==> src/rtl/bmd_pkg.sv <==
package bmd_pkg;
  localparam int REGIONS = 16;

  localparam logic [2:0] TGT_NONE = 3'd0;
  localparam logic [2:0] TGT_ROM  = 3'd1;
  localparam logic [2:0] TGT_CRAM = 3'd2;
  localparam logic [2:0] TGT_RTC  = 3'd3;
  localparam logic [2:0] TGT_VRAM = 3'd4;
  localparam logic [2:0] TGT_WRAM = 3'd5;

  localparam logic [2:0] DMA_OFF  = 3'd0;
  localparam logic [2:0] DMA_ROM  = 3'd1;
  localparam logic [2:0] DMA_CRAM = 3'd2;
  localparam logic [2:0] DMA_VRAM = 3'd3;
  localparam logic [2:0] DMA_WRAM = 3'd4;

  localparam logic [2:0] SEL_ROM_LO = 3'd0;
  localparam logic [2:0] SEL_ROM_HI = 3'd1;
  localparam logic [2:0] SEL_CRAM_B = 3'd2;
  localparam logic [2:0] SEL_CRAM_F = 3'd3;
  localparam logic [2:0] SEL_VRAM_B = 3'd4;
  localparam logic [2:0] SEL_WRAM_B = 3'd5;
  localparam logic [2:0] SEL_DMA    = 3'd6;
  localparam logic [2:0] SEL_COLOUR = 3'd7;

  function automatic int imax(input int a, input int b);
    return (a > b) ? a : b;
  endfunction
endpackage

==> src/rtl/bmd_bank_regs.sv <==
module bmd_bank_regs
  import bmd_pkg::*;
#(
  parameter int SET_W  = 8,
  parameter int ROM_BW = 8,
  parameter int CRAM_BW = 4,
  parameter int VRAM_BW = 1,
  parameter int WRAM_BW = 3
) (
  input  logic               clk,
  input  logic               rst_n,
  input  logic               set_en,
  input  logic [2:0]         set_sel,
  input  logic [SET_W-1:0]   set_val,
  output logic [ROM_BW-1:0]  rom_lo,
  output logic [ROM_BW-1:0]  rom_hi,
  output logic [CRAM_BW-1:0] cram_bank,
  output logic [2:0]         cram_flags,
  output logic [VRAM_BW-1:0] vram_bank,
  output logic [WRAM_BW-1:0] wram_bank,
  output logic [2:0]         dma_src,
  output logic               colour
);
  always_ff @(posedge clk) begin
    if (!rst_n) begin
      rom_lo     <= '0;
      rom_hi     <= ROM_BW'(1);
      cram_bank  <= '0;
      cram_flags <= '0;
      vram_bank  <= '0;
      wram_bank  <= WRAM_BW'(1);
      dma_src    <= DMA_OFF;
      colour     <= 1'b0;
    end else if (set_en) begin
      case (set_sel)
        SEL_ROM_LO: rom_lo     <= set_val[ROM_BW-1:0];
        SEL_ROM_HI: rom_hi     <= set_val[ROM_BW-1:0];
        SEL_CRAM_B: cram_bank  <= set_val[CRAM_BW-1:0];
        SEL_CRAM_F: cram_flags <= set_val[2:0];
        SEL_VRAM_B: vram_bank  <= set_val[VRAM_BW-1:0];
        SEL_WRAM_B: wram_bank  <= set_val[WRAM_BW-1:0];
        SEL_DMA:    dma_src    <= set_val[2:0];
        default:    colour     <= set_val[0];
      endcase
    end
  end
endmodule

==> src/rtl/bmd_dma_guard.sv <==
module bmd_dma_guard
  import bmd_pkg::*;
(
  input  logic [2:0]         dma_src,
  input  logic               colour,
  output logic [REGIONS-1:0] blk
);
  logic invalid_src, rom_like, rom_side, wram_side;

  always_comb begin
    invalid_src = (dma_src > DMA_WRAM);
    rom_like    = (dma_src == DMA_ROM) || (dma_src == DMA_CRAM) || invalid_src;
    if (colour) begin
      rom_side  = rom_like;
      wram_side = (dma_src == DMA_WRAM);
    end else begin
      rom_side  = rom_like || (dma_src == DMA_WRAM);
      wram_side = rom_side;
    end
  end

  for (genvar r = 0; r < REGIONS; r++) begin : g_region
    if (r < 8 || r == 10 || r == 11) begin : g_cart
      assign blk[r] = rom_side;
    end else if (r >= 12 && r <= 14) begin : g_work
      assign blk[r] = wram_side;
    end else begin : g_free
      assign blk[r] = 1'b0;
    end
  end
endmodule

==> src/rtl/bmd_addr_xlate.sv <==
module bmd_addr_xlate
  import bmd_pkg::*;
#(
  parameter int ROM_BW  = 8,
  parameter int CRAM_BW = 4,
  parameter int VRAM_BW = 1,
  parameter int WRAM_BW = 3,
  parameter int PA_W    = 22
) (
  input  logic               cpu_valid,
  input  logic               cpu_we,
  input  logic [15:0]        cpu_addr,
  input  logic [REGIONS-1:0] blk,
  input  logic [ROM_BW-1:0]  rom_lo,
  input  logic [ROM_BW-1:0]  rom_hi,
  input  logic [CRAM_BW-1:0] cram_bank,
  input  logic [2:0]         cram_flags,
  input  logic [VRAM_BW-1:0] vram_bank,
  input  logic [WRAM_BW-1:0] wram_bank,
  output logic [2:0]         map_tgt,
  output logic [PA_W-1:0]    map_addr,
  output logic               map_rd,
  output logic               map_wr,
  output logic               map_ff
);
  logic [3:0]         region;
  logic [WRAM_BW-1:0] wram_eff;
  logic               cram_ok;

  assign region   = cpu_addr[15:12];
  assign wram_eff = (wram_bank == '0) ? WRAM_BW'(1) : wram_bank;
  assign cram_ok  = cpu_we ? cram_flags[1] : cram_flags[0];

  always_comb begin
    map_tgt  = TGT_NONE;
    map_addr = '0;
    map_ff   = 1'b0;
    if (cpu_valid) begin
      if (blk[region]) begin
        map_ff = ~cpu_we;
      end else begin
        case (region)
          4'h0, 4'h1, 4'h2, 4'h3: begin
            map_tgt  = TGT_ROM;
            map_addr = PA_W'({rom_lo, cpu_addr[13:0]});
          end
          4'h4, 4'h5, 4'h6, 4'h7: begin
            map_tgt  = TGT_ROM;
            map_addr = PA_W'({rom_hi, cpu_addr[13:0]});
          end
          4'h8, 4'h9: begin
            map_tgt  = TGT_VRAM;
            map_addr = PA_W'({vram_bank, cpu_addr[12:0]});
          end
          4'hA, 4'hB: begin
            if (!cram_ok) begin
              map_ff = ~cpu_we;
            end else if (cram_flags[2]) begin
              map_tgt  = TGT_RTC;
              map_addr = PA_W'(cpu_addr[12:0]);
            end else begin
              map_tgt  = TGT_CRAM;
              map_addr = PA_W'({cram_bank, cpu_addr[12:0]});
            end
          end
          4'hC, 4'hE: begin
            map_tgt  = TGT_WRAM;
            map_addr = PA_W'(cpu_addr[11:0]);
          end
          4'hD: begin
            map_tgt  = TGT_WRAM;
            map_addr = PA_W'({wram_eff, cpu_addr[11:0]});
          end
          default: begin
            map_tgt = TGT_NONE;
          end
        endcase
      end
    end
  end

  assign map_rd = cpu_valid && !cpu_we && (map_tgt != TGT_NONE);
  assign map_wr = cpu_valid &&  cpu_we && (map_tgt != TGT_NONE);
endmodule

==> src/rtl/bank_map_decoder.sv <==
module bank_map_decoder
  import bmd_pkg::*;
#(
  parameter int SET_W   = 8,
  parameter int ROM_BW  = 8,
  parameter int CRAM_BW = 4,
  parameter int VRAM_BW = 1,
  parameter int WRAM_BW = 3,
  localparam int PA_W   = imax(imax(ROM_BW + 14, CRAM_BW + 13),
                               imax(VRAM_BW + 13, WRAM_BW + 12))
) (
  input  logic             clk,
  input  logic             rst_n,
  input  logic             set_en,
  input  logic [2:0]       set_sel,
  input  logic [SET_W-1:0] set_val,
  input  logic             cpu_valid,
  input  logic             cpu_we,
  input  logic [15:0]      cpu_addr,
  output logic [2:0]       map_tgt,
  output logic [PA_W-1:0]  map_addr,
  output logic             map_rd,
  output logic             map_wr,
  output logic             map_ff
);
  logic [ROM_BW-1:0]  rom_lo, rom_hi;
  logic [CRAM_BW-1:0] cram_bank;
  logic [2:0]         cram_flags;
  logic [VRAM_BW-1:0] vram_bank;
  logic [WRAM_BW-1:0] wram_bank;
  logic [2:0]         dma_src;
  logic               colour;
  logic [REGIONS-1:0] blk;

  bmd_bank_regs #(
    .SET_W(SET_W), .ROM_BW(ROM_BW), .CRAM_BW(CRAM_BW),
    .VRAM_BW(VRAM_BW), .WRAM_BW(WRAM_BW)
  ) i_regs (
    .clk(clk), .rst_n(rst_n), .set_en(set_en), .set_sel(set_sel),
    .set_val(set_val), .rom_lo(rom_lo), .rom_hi(rom_hi),
    .cram_bank(cram_bank), .cram_flags(cram_flags), .vram_bank(vram_bank),
    .wram_bank(wram_bank), .dma_src(dma_src), .colour(colour)
  );

  bmd_dma_guard i_guard (
    .dma_src(dma_src), .colour(colour), .blk(blk)
  );

  bmd_addr_xlate #(
    .ROM_BW(ROM_BW), .CRAM_BW(CRAM_BW), .VRAM_BW(VRAM_BW),
    .WRAM_BW(WRAM_BW), .PA_W(PA_W)
  ) i_xlate (
    .cpu_valid(cpu_valid), .cpu_we(cpu_we), .cpu_addr(cpu_addr), .blk(blk),
    .rom_lo(rom_lo), .rom_hi(rom_hi), .cram_bank(cram_bank),
    .cram_flags(cram_flags), .vram_bank(vram_bank), .wram_bank(wram_bank),
    .map_tgt(map_tgt), .map_addr(map_addr), .map_rd(map_rd),
    .map_wr(map_wr), .map_ff(map_ff)
  );
endmodule

==> config.mk <==
export PLATFORM = sky130hd
export DESIGN_NAME = bank_map_decoder
export DESIGN_NICKNAME = d
export VERILOG_FILES = /design/src/rtl/bmd_pkg.sv /design/src/rtl/bmd_bank_regs.sv /design/src/rtl/bmd_dma_guard.sv /design/src/rtl/bmd_addr_xlate.sv /design/src/rtl/bank_map_decoder.sv
export SDC_FILE = /design/constraint.sdc
export NUM_CORES = 1
export LEC_CHECK = 0
export BUFFER_PORTS_ARGS = -buffer_cell sky130_fd_sc_hd__buf_2
export CAP_MARGIN = 30
export CORE_MARGIN = 3
export CORE_UTILIZATION = 47
export DETAILED_ROUTE_END_ITERATION = 12
export GPL_ROUTABILITY_DRIVEN = 0
export PLACE_DENSITY = 0.81
export SYNTH_ARGS = -nofsm -noshare
export SYNTH_HDL_FRONTEND = slang
export SYNTH_HIERARCHICAL = 1
export SYNTH_SLANG_ARGS = --single-unit
==> constraint.sdc <==
create_clock -name clk -period 2.15 [get_ports clk]
set_input_delay 0.215 -clock clk [delete_from_list [all_inputs] [get_ports clk]]
set_output_delay 0.215 -clock clk [all_outputs]
set_load 0.03 [all_outputs]
## Word level (Yosys, flattened, before mapping)

Index checks and enable logic that the tools add are counted.

| word-level totals | value |
|---|---|
| memory bits (read-only) | 0 |
| latch bits | 0 |
| bits in writable memories | 0 |
| flip-flop bits (word level) | 31 |
| logic and storage cells | 83 |
| memories | 0 |
| bits of input ports | 32 |

| operators by class | value |
|---|---|
| equal/unequal tests | 23 |
| $add $sub $neg | 0 |
| mux-type cells | 20 |
| div/mod/pow operators | 0 |
| bitwise logic cells | 2 |
| shifts and indexed selects | 0 |
| reduce and logical (&&, ||, !) cells | 28 |
| $mul | 0 |
| order comparisons | 2 |

Operators by type and width:

| cell | count |
|---|---|
| case mux 22 bit (6 select lines) | 1 |
| two-way mux 22 bit | 3 |
| equality test 4 bit (second input constant) | 7 |
| two-way mux 17 bit | 1 |
| equality test 4 x 3 -> 1 bit (second input constant) | 4 |
| AND reduction 2 bit | 8 |
| equality test 3 bit (second input constant) | 4 |
| two-way mux 3 bit | 4 |
| case mux 3 bit (4 select lines) | 1 |
| equality test 3 x 2 -> 1 bit (second input constant) | 3 |
| two-way mux 1 bit | 9 |
| equality test 4 x 2 -> 1 bit (second input constant) | 2 |
| OR reduction 4 bit | 2 |
| OR reduction 8 bit | 1 |
| OR reduction 7 bit | 1 |
| equality test 3 x 1 -> 1 bit (second input constant) | 2 |
| zero test 3 bit | 2 |
| OR reduction 2 bit | 3 |
| < comparator 4 x 5 -> 1 bit (second input constant) | 1 |
| binary-select mux 1 bit (select 4 bit) | 1 |
| equality test 4 x 1 -> 1 bit (second input constant) | 1 |
| logical AND 1 bit | 4 |
| zero test 4 bit | 1 |
| > comparator 3 bit (second input constant) | 1 |
| 5 further kinds | 8 |

## Logic depth before layout (Yosys ltp)

Gate-level depths: netlist of the first run.

| depth | value |
|---|---|
| depth in word-level cells | 11 |
| mapped depth | 9 |
| mapped depth without buffers | 7 |

## Modules after synthesis

Netlist of the first run, hierarchy kept.

By module, submodules not included:

| module | area an instance (µm²) | cells an instance | sequential area each (µm²) | times used |
|---|---|---|---|---|
| bmd_bank_regs | 1198.6 | 117 | 620.6 | 1 |
| bmd_addr_xlate | 725.7 | 104 | 0.0 | 1 |
| bmd_dma_guard | 172.7 | 24 | 0.0 | 1 |

## Worst setup path before layout of the first run

Ideal clock, no wire load.

| timing | value |
|---|---|
| kind | flip-flop to output port |
| start | reg i_regs.colour |
| end | out map_rd |
| cell stages (with the launch flop) | 9 |
| data arrival time | 2522 ps |
| setup slack | -587 ps |
| cells stage by stage | dfxtp_1 -> inv_1 -> a211oi_1 -> a21oi_1 -> buf_4 -> mux2i_1 -> mux4_2 -> mux2i_4 -> nor4b_1 |

| on the way | value |
|---|---|
| cells in the longest elaborated chain, start to end | 7 |

RTL lines:

| item | RTL line | RTL |
|---|---|---|
| start: declaration | bmd_bank_regs.sv:22 | `output logic colour` |
| start signal: assignment | bmd_bank_regs.sv:43 | `default: colour <= set_val[0];` |
| two-way mux 1 bit | bmd_dma_guard.sv:13 | `if (colour) begin` |
| named net i_guard.rom_side | bmd_dma_guard.sv:8 | `logic invalid_src, rom_like, rom_side, wram_side;` |
| binary-select mux 1 bit (select 4 bit) | bmd_addr_xlate.sv:39 | `if (blk[region]) begin` |
| two-way mux 1 bit (implied by the code) | bmd_addr_xlate.sv:39 |  |
| two-way mux 3 bit | bmd_addr_xlate.sv:39 |  |
| two-way mux 3 bit | bmd_addr_xlate.sv:38 | `if (cpu_valid) begin` |
| nonzero test 3 bit | bmd_addr_xlate.sv:82 | `assign map_rd = cpu_valid && !cpu_we && (map_tgt != TGT_NONE);` |
| logical AND 1 bit | bmd_addr_xlate.sv:82 |  |
| end: declaration | bank_map_decoder.sv:22 | `output logic map_rd,` |

The timed path passes the listed nets, and every way through them passes these cells. The select of a mux whose other input is x is not followed.

## Worst setup path in the final report of the first run

| timing | value |
|---|---|
| start | reg i_regs.dma_src[0] |
| end | out map_addr[16] |

| on the way | value |
|---|---|
| cells in the longest elaborated chain, start to end | 9 |

RTL lines:

| item | RTL line | RTL |
|---|---|---|
| start: declaration | bmd_bank_regs.sv:21 | `output logic [2:0] dma_src,` |
| start signal: assignment | bmd_bank_regs.sv:42 | `SEL_DMA: dma_src <= set_val[2:0];` |
| branches (longest 4 deep; another with > comparator 3 bit) | - |  |
| two-way mux 1 bit (*) | bmd_dma_guard.sv:13 |  |
| named net blk[12] | bank_map_decoder.sv:33 | `logic [REGIONS-1:0] blk;` |
| binary-select mux 1 bit (select 4 bit) (*) | bmd_addr_xlate.sv:39 |  |
| two-way mux 1 bit (implied by the code) (*) | bmd_addr_xlate.sv:39 |  |
| two-way mux 22 bit (*) | bmd_addr_xlate.sv:39 |  |
| two-way mux 22 bit (*) | bmd_addr_xlate.sv:38 |  |
| end: declaration | bank_map_decoder.sv:21 | `output logic [PA_W-1:0] map_addr,` |

Mark *: on every way through the listed nets, which the timed path passes. The select of a mux whose other input is x is not followed.

==> reports/summary.md, run 1 <==
After the last flow step, the layout net total stands at 326. The die width works out to 72.8 um. The checks that failed: negative setup slack. The worst slew margin relative to its limit was 0.575. Main flop type after synthesis: sky130_fd_sc_hd__dfxtp_1.

The number of flops mapped to enable cells by yosys was 0. The post-detailed-placement cell area came out at 0.00247 sq mm. For the worst clock skew, the log shows 0 ns. The run finished, with violations left. The worst hold slack across all endpoints was 0.204 ns; the mux contribution to synthesized area was 0.267.

The count of final setup violators came out at 28. No sink is reached through more buffers than the 2 on the longest clock path. Wires add up to 4900 um. In the final layout, flip-flops and latches occupy 631 sq um.

STA classifies the critical path startpoint as a flop. The number of antenna violations at the first check in global routing was 0. Core area: 0.00414 sq mm.

In this run the critical register-to-register path is launched from i_regs/dma_src[1]. The number of levels in the clock H-tree was 2; the hold violation total from the final report was 0. For the pin with the worst max-slew slack, the measured transition is 0.634 ns.

Before CTS, the worst setup slack after placement is -0.189 ns. For the worst-skew pair, the clock arrives at the later sink with an insertion delay of 0.27 ns. Power spread over the standard cell area amounts to 519 mW/mm^2.

Number of antenna diodes: 0. Data on the critical path is required at its endpoint by 1.93 ns. Share of the synthesized area in compound gates (AO/OA/AOI/OAI): 0.0752. The critical path starts at i_regs/dma_src[0].

The fraction of registers with async set/reset works out to 0. The root buffer cell chosen for the clock tree is sky130_fd_sc_hd__clkbuf_8. The setup path with the least slack is of type flop to output pin. Row generation in the floorplan step produced 23 rows. Setup repair after global routing could not meet its margin everywhere. In the final layout, the multi-input gates occupy 0.00140 sq mm. VDD sags by at most 0.410 mV. The pin count of the biggest net entering global routing came out at 27. The clock transition at the registers of the reported paths was 0.06 ns. Average footprint of a synthesized cell: 8.56 sq um. The die covers 0.00530 sq mm.

The logs give 0.296 for the share of synthesized area occupied by flip-flops and latches and 0.506 for the initial core utilization. For the number of cells produced by synthesis, the log shows 245. The count of nets left with antenna violations once routing finished came out at 0.

The number of distinct library cells after synthesis is 42. The share of the synthesized netlist area taken by xor and xnor gates works out to 0. TritonCTS built the clock tree. After routing the design area is 0.00274 sq mm. After layout, the design draws a total of 1.42 mW.

The number of buffer cells added on primary ports works out to 59. The finished layout holds 344 standard cells, fillers aside. Number of design rule violations left after detail routing: 0. Max-cap violations in this run came to 0. Simple-gate portion of the synthesized area: 0.237.

The worst-case setup margin in the final layout was -0.389 ns. The count of warnings emitted by yosys is 6. At the worst endpoint, the arrival time is 2.32 ns.

The logs give 0.662 for the end-of-flow core utilization and 336 for the instance count after placement with tap cells included. The share of final-layout standard cells stronger than drive strength 1 was 0.391; the portion of the clock cycle consumed by the worst path in the final layout was 1.18. Clock period minus final worst setup slack: 2.54 ns. The global-route total usage across every layer was 0.189. The first global-routing pass estimated 7900 um of wire. The tools report the number of sinks driven by the clock tree as 31. In this run the count of I/O pins placed on the die edge is 60. Of all nets on the critical path, the largest fanout is 8.

The via count is 1,854. The cell area that synthesis handed to floorplanning was 0.00210 sq mm. The total overflow left after global routing is 0. The run gives 1.23 nW as the static leakage. For the number of detailed-route iterations in the first pass, the log shows 4. The die is 72.8 um tall. The number of clock buffers added by TritonCTS is 5. The first routing iteration left 94 violations. Based on the critical path, the design can be clocked at up to 0.394 GHz.

The adder and majority gate portion of the synthesized area was 0. After synthesis the netlist holds a flip-flop and latch count of 31. Detailed placement ended at an HPWL of 3600 um. Count of fill cells added during filler insertion: 338. The tightest min-delay check is of the input pin to flop type.

The via density per instance came out at 5.39. The worst hold path begins at set_val[7]. Compared with the post-synthesis result, the final layout area differs by 30.8%. In this run the post-CTS setup repair buffer count came out at 0. The tools report the max-slew violation total from the final report as 0. STA classifies the critical path endpoint as an output pin. Setup total negative slack on the finished layout was measured at -8.52 ns. After detailed routing, the average wire length per cell comes to 14.3 um. By area, the combinational part of the netlist is dominated by multiplexers. For the number of global-route vias before repair, the log shows 1,786.
-- state kept, by name (all words and copies together) (netlist names) --
name / cells
i_regs/rom_lo: 8
i_regs/colour: 1
i_regs/vram_bank: 1
i_regs/cram_flags: 3
i_regs/dma_src: 3
i_regs/cram_bank: 4
i_regs/wram_bank: 3
i_regs/rom_hi: 8
-- synth_stat cells, types with 3 or more instances --
cell type | count | area, sq um
sky130_fd_sc_hd__inv_1 | 5 | 18.8
sky130_fd_sc_hd__buf_4 | 17 | 128
sky130_fd_sc_hd__dfxtp_1 | 31 | 621
sky130_fd_sc_hd__a21oi_1 | 5 | 25.0
sky130_fd_sc_hd__nand2_1 | 56 | 210
sky130_fd_sc_hd__nor2_1 | 24 | 90.1
sky130_fd_sc_hd__clkbuf_1 | 3 | 11.3
sky130_fd_sc_hd__buf_6 | 4 | 45.0
sky130_fd_sc_hd__nand4b_1 | 3 | 26.3
sky130_fd_sc_hd__nor2b_1 | 5 | 31.3
sky130_fd_sc_hd__buf_2 | 3 | 15.0
sky130_fd_sc_hd__mux2i_1 | 48 | 480
-- critical path: stages, from the launching register on --
cell	delay [ns]
sky130_fd_sc_hd__dfxtp_2	0.33
sky130_fd_sc_hd__nor2b_4	0.14
sky130_fd_sc_hd__o21ai_2	0.10
sky130_fd_sc_hd__o311a_1	0.21
sky130_fd_sc_hd__mux2i_1	0.08
sky130_fd_sc_hd__mux4_2	0.56
sky130_fd_sc_hd__a32oi_4	0.24
sky130_fd_sc_hd__buf_12	0.17
sky130_fd_sc_hd__nor2_1	0.06
sky130_fd_sc_hd__buf_4	0.16
-- cell usage in the layout (no fill, tap or decap), drive strengths merged, types with 2 or more instances in the layout --
master and count:
a211oi 2, a21oi 6, a31oi 2, and4bb 2, buf 71, clkbuf 6, conb 3, dfxtp 31
inv 5, mux2i 49, mux4 2, nand2 56, nand3b 2, nand4 2, nand4b 3, nor2 24
nor2b 6, nor4 2, nor4b 3, o21ai 3, o311a 3
-- path summary, 6_finish.rpt --
kind	to	slack, ns	cells past startpoint
setup / recovery	map_addr[16]	-0.39	9
hold / removal	i_regs/rom_hi[7]	0.20	3
setup reg to reg	i_regs/dma_src[1]	1.44	2
hold reg to reg	i_regs/rom_lo[7]	0.46	2
-- layer usage --
layer	part of all wire	vias to the layer above	global-route usage
met4	0.023	0	0.0881
met3	0.070	11	0.0413
met5	0	-	0
met1	0.41	852	0.224
li1	-	920	-
met2	0.49	71	0.324
-- area by class of cell --
cell class	instances	area share
multi-input combinational	180	0.508
clock buffer	6	0.0301
timing repair buffer	71	0.200
sequential	31	0.230
clock inverter	1	0.00182
tap	50	0.0228
inverter	5	0.00684
-- where the power goes --
group	total (mW)	switching (mW)	leakage (nW)	internal (mW)
Combinational	0.381	0.218	0.925	0.164
Sequential	0.595	0.00959	0.253	0.586
Clock	0.447	0.197	0.0470	0.250
-- repair_timing --
item	4_1_cts	5_1_grt
gates cloned	0	1
hold endpoints to repair	0	0
pin swaps	2	3
resized for setup	42	15
hold buffers	0	0
setup endpoints to repair	28	28
-- cells by family after synthesis --
| kind of cell | Yosys count |
|---|---|
| compound gates | 20 |
| buf+inv | 37 |
| mux | 52 |
| flops | 31 |
| simple gates | 104 |
| other cells | 1 |
(Power assumes the default switching activity.)
==> run 2, diff against run 1 <==
--- a/config.mk
+++ b/config.mk
@@ -7,7 +7,7 @@
 export LEC_CHECK = 0
 export BUFFER_PORTS_ARGS = -buffer_cell sky130_fd_sc_hd__buf_2
 export CAP_MARGIN = 30
-export CORE_MARGIN = 3
+export CORE_MARGIN = 2
 export CORE_UTILIZATION = 47
 export DETAILED_ROUTE_END_ITERATION = 12
 export GPL_ROUTABILITY_DRIVEN = 0
==> run 2 against run 1 <==
The run still ends with negative setup slack left. Sequential power about the same. Sequential share of layout area increased by 0.056 points. Clock power down 4%. Core utilization shrank 3.2 points. Highest routed layer unchanged. Register-to-register slack about the same. Non-clock buffer count is 1 lower. Largest power group unchanged.
==> reports/summary.md, run 2 (same netlist as run 1, synthesis figures left out) <==
The run finished, with violations left. The checks that failed: negative setup slack. The number of clock buffers added by TritonCTS is 5. Setup violations remaining at the end of the flow were counted as 28. The startpoint of the worst register-to-register path was i_regs/dma_src[1]. The run gives 0 as the number of antenna violations at the first check in global routing.

In this run the critical register-to-register path is captured at i_regs/dma_src[1]. Compared with the post-synthesis result, the final layout area differs by 30.0%. In this run the most critical hold path is launched from set_val[5]. The share of final-layout standard cells stronger than drive strength 1 was 0.384; the design internal power was 0.970 mW.

The critical path in this run is classified as flop to output pin. For this run, design rule violations remaining after detail routing come to 0. TritonCTS built the clock tree.

The maximum net fanout on the critical path is 8, and the worst-skew pair later-pin latency is 0.28 ns. The switching share of power was 0.310; the worst clock skew was 0 ns. The min-delay analysis places its worst path in the category input pin to flop. CTS saw 31 sinks.

For the worst setup path, the data required time is 1.93 ns. The end-of-flow core utilization came out at 0.630. The net switching component of the power was 0.435 mW; the power density normalized to cell area was 515 mW/mm^2. The sum of negative setup slack is -9.17 ns.

For the arrival time at the worst endpoint, the log shows 2.35 ns. After clock tree synthesis, the clock-pin slew on the worst setup and hold paths is 0.06 ns. The endpoint type of the worst setup path is an output pin. After floorplanning, the core was divided into 24 placement rows. The worst hold slack across all endpoints was 0.200 ns.

The max-slew violation total from the final report is 0, and the floorplan die height is 70.8 um. The sum of net half-perimeters after detailed placement came out at 3430 um. The tools report the launch point of the critical path as i_regs/dma_src[0]. The run gives 0 as the number of antenna diodes. The first routing iteration left 72 violations. The relative contribution of the clock network to total power came out at 0.305.

The die is 70.8 um wide. The library cell used most frequently in the layout, excluding fill and tap cells, is sky130_fd_sc_hd__nand2_1. For the largest vdd supply drop, the log shows 0.472 mV. The via density per instance is 5.29. Pin placement for this block handled 60 I/O pins. Clock tree synthesis selected as its root buffer the cell sky130_fd_sc_hd__clkbuf_8. Global-route total usage across every layer: 0.193. The final layout contains 325 nets. The clock period minus final worst setup slack is 2.56 ns. The hold path depth is 3, and the relative contribution of combinational cells to total power is 0.271.

For hold timing, the worst endpoint is i_regs/rom_lo[5]. The tools report the hold violation total from the final report as 0. The largest registers in the layout are i_regs/rom_hi: 8 flops, i_regs/rom_lo: 8 flops, i_regs/cram_bank: 4 flops.

The global route total overflow was 0; the highest clock frequency the design can meet was 0.390 GHz. The number of buffer cells added on primary ports is 59, and the via count is 1,831. The number of detailed-route iterations in the first pass is 4, and the sequential share of power is 0.424. Setup repair after global routing could not meet its margin everywhere. Setup slack on the worst reg-to-reg path comes out at 1.44 ns. In the layout the commonest cells are 55 x sky130_fd_sc_hd__nand2_1, 48 x sky130_fd_sc_hd__mux2i_1, 31 x sky130_fd_sc_hd__buf_2. For the post-detailed-placement cell area, the log shows 0.00247 sq mm. Measured in cells, the most critical reg-to-reg path has a length of 2.

The portion of the clock cycle consumed by the worst path in the final layout was 1.19; the remaining number of nets flagged by the antenna check after routing was 0. The tools report the worst slew margin relative to its limit as 0.600. The worst setup path is launched from a flop. The worst-case setup margin in the final layout came out at -0.415 ns. The H-tree generated during clock tree synthesis spans 2 levels. The worst slack at placement is -0.168 ns. The transition time at the pin with the least slew margin was 0.596 ns; the global-route wire length before repair was 7910 um. The full die area is 0.00501 sq mm, and the pin count of the biggest net entering global routing is 29. Clock tree buffer depth: 2. Max-cap violations in this run came to 0. Once the clock tree was built, the setup fixing pass inserted 0 buffers. The final instance area was 0.00273 sq mm; the number of hold buffers added after CTS was 0. The initial core utilization was 0.485; the per-cell routed wire length was 13.9 um. The run gives 4810 um as the total length of routed wires. The core area is 0.00432 sq mm, and the number of global-route vias before repair is 1,726. Summed over all cells, the static leakage comes to 1.22 nW.
==> run 2: cell types whose count changed in the layout (fill, tap and decap cells not counted) <==
cell / previous run / this run
sky130_fd_sc_hd__nor2_2: 4 / 3
sky130_fd_sc_hd__o21ai_2: 1 / 0
sky130_fd_sc_hd__dfxtp_4: 2 / 1
sky130_fd_sc_hd__clkinv_2: 1 / 3
sky130_fd_sc_hd__inv_2: 1 / 0
sky130_fd_sc_hd__buf_4: 22 / 23
sky130_fd_sc_hd__clkbuf_8: 6 / 5
sky130_fd_sc_hd__buf_6: 15 / 13
sky130_fd_sc_hd__nor2_4: 5 / 6
sky130_fd_sc_hd__inv_1: 4 / 5
sky130_fd_sc_hd__dfxtp_2: 2 / 3
sky130_fd_sc_hd__o21ai_1: 0 / 1
==> run 2: final cells by class <==
cell class	count	area [sq um]
multi-input cells	180	1400
fillers	355	1600
inverters	5	18.8
repair buffers	70	534
flip-flops and latches	31	628
clock buffers	5	68.8
well taps	52	65.1
clock inverters	3	15.0
==> run 2: power by group through the flow <==
stage | Combinational, mW | Clock (mW) | Sequential (mW)
after floorplan | 0.269 | 0 | 0.606
after global placement | 0.340 | 0 | 0.608
after detailed placement | 0.347 | 0 | 0.609
after CTS | 0.371 | 0.444 | 0.596
after global routing | 0.409 | 0.458 | 0.597
final | 0.381 | 0.429 | 0.596
==> run 2: repair_timing <==
action / in CTS / in global routing
cloned: 0 / 1
gates resized for setup: 42 / 11
endpoints found under the hold margin: 0 / 0
pin swaps: 2 / 4
setup endpoints to repair: 28 / 28
==> run 2: routing by layer <==
metal,vias up,GRT usage,wire length [um]
met5,-,0,0
met3,5,0.0456,285
met4,0,0.0608,53
li1,920,-,-
met1,853,0.222,2040
met2,53,0.352,2430
==> run 2: metrics by stage <==
stage / total power, mW / std cells
detailed placement: 0.955 / 337
floorplan: 0.875 / 247
CTS: 1.41 / 345
global route: 1.46 / 346
finish: 1.41 / 346
global placement: 0.948 / 337
==> run 2: worst max-delay path by stage <==
stage / end / slack, ns / depth (start not counted)
after floorplan: map_ff / -0.15 / 8
after global placement: map_ff / -0.09 / 8
after detailed placement: map_rd / -0.17 / 9
after CTS: map_addr[16] / -0.43 / 9
after global routing: map_addr[16] / -0.50 / 9
final: map_addr[16] / -0.41 / 9
==> run 2: critical path: stages (launching register included) <==
cell and delay (ns):
sky130_fd_sc_hd__dfxtp_2 0.32, sky130_fd_sc_hd__nor2b_4 0.14, sky130_fd_sc_hd__o21ai_1 0.12, sky130_fd_sc_hd__o311a_1 0.22, sky130_fd_sc_hd__mux2i_1 0.08, sky130_fd_sc_hd__mux4_2 0.56
sky130_fd_sc_hd__a32oi_4 0.23, sky130_fd_sc_hd__buf_12 0.17, sky130_fd_sc_hd__nor2_1 0.06, sky130_fd_sc_hd__buf_4 0.16
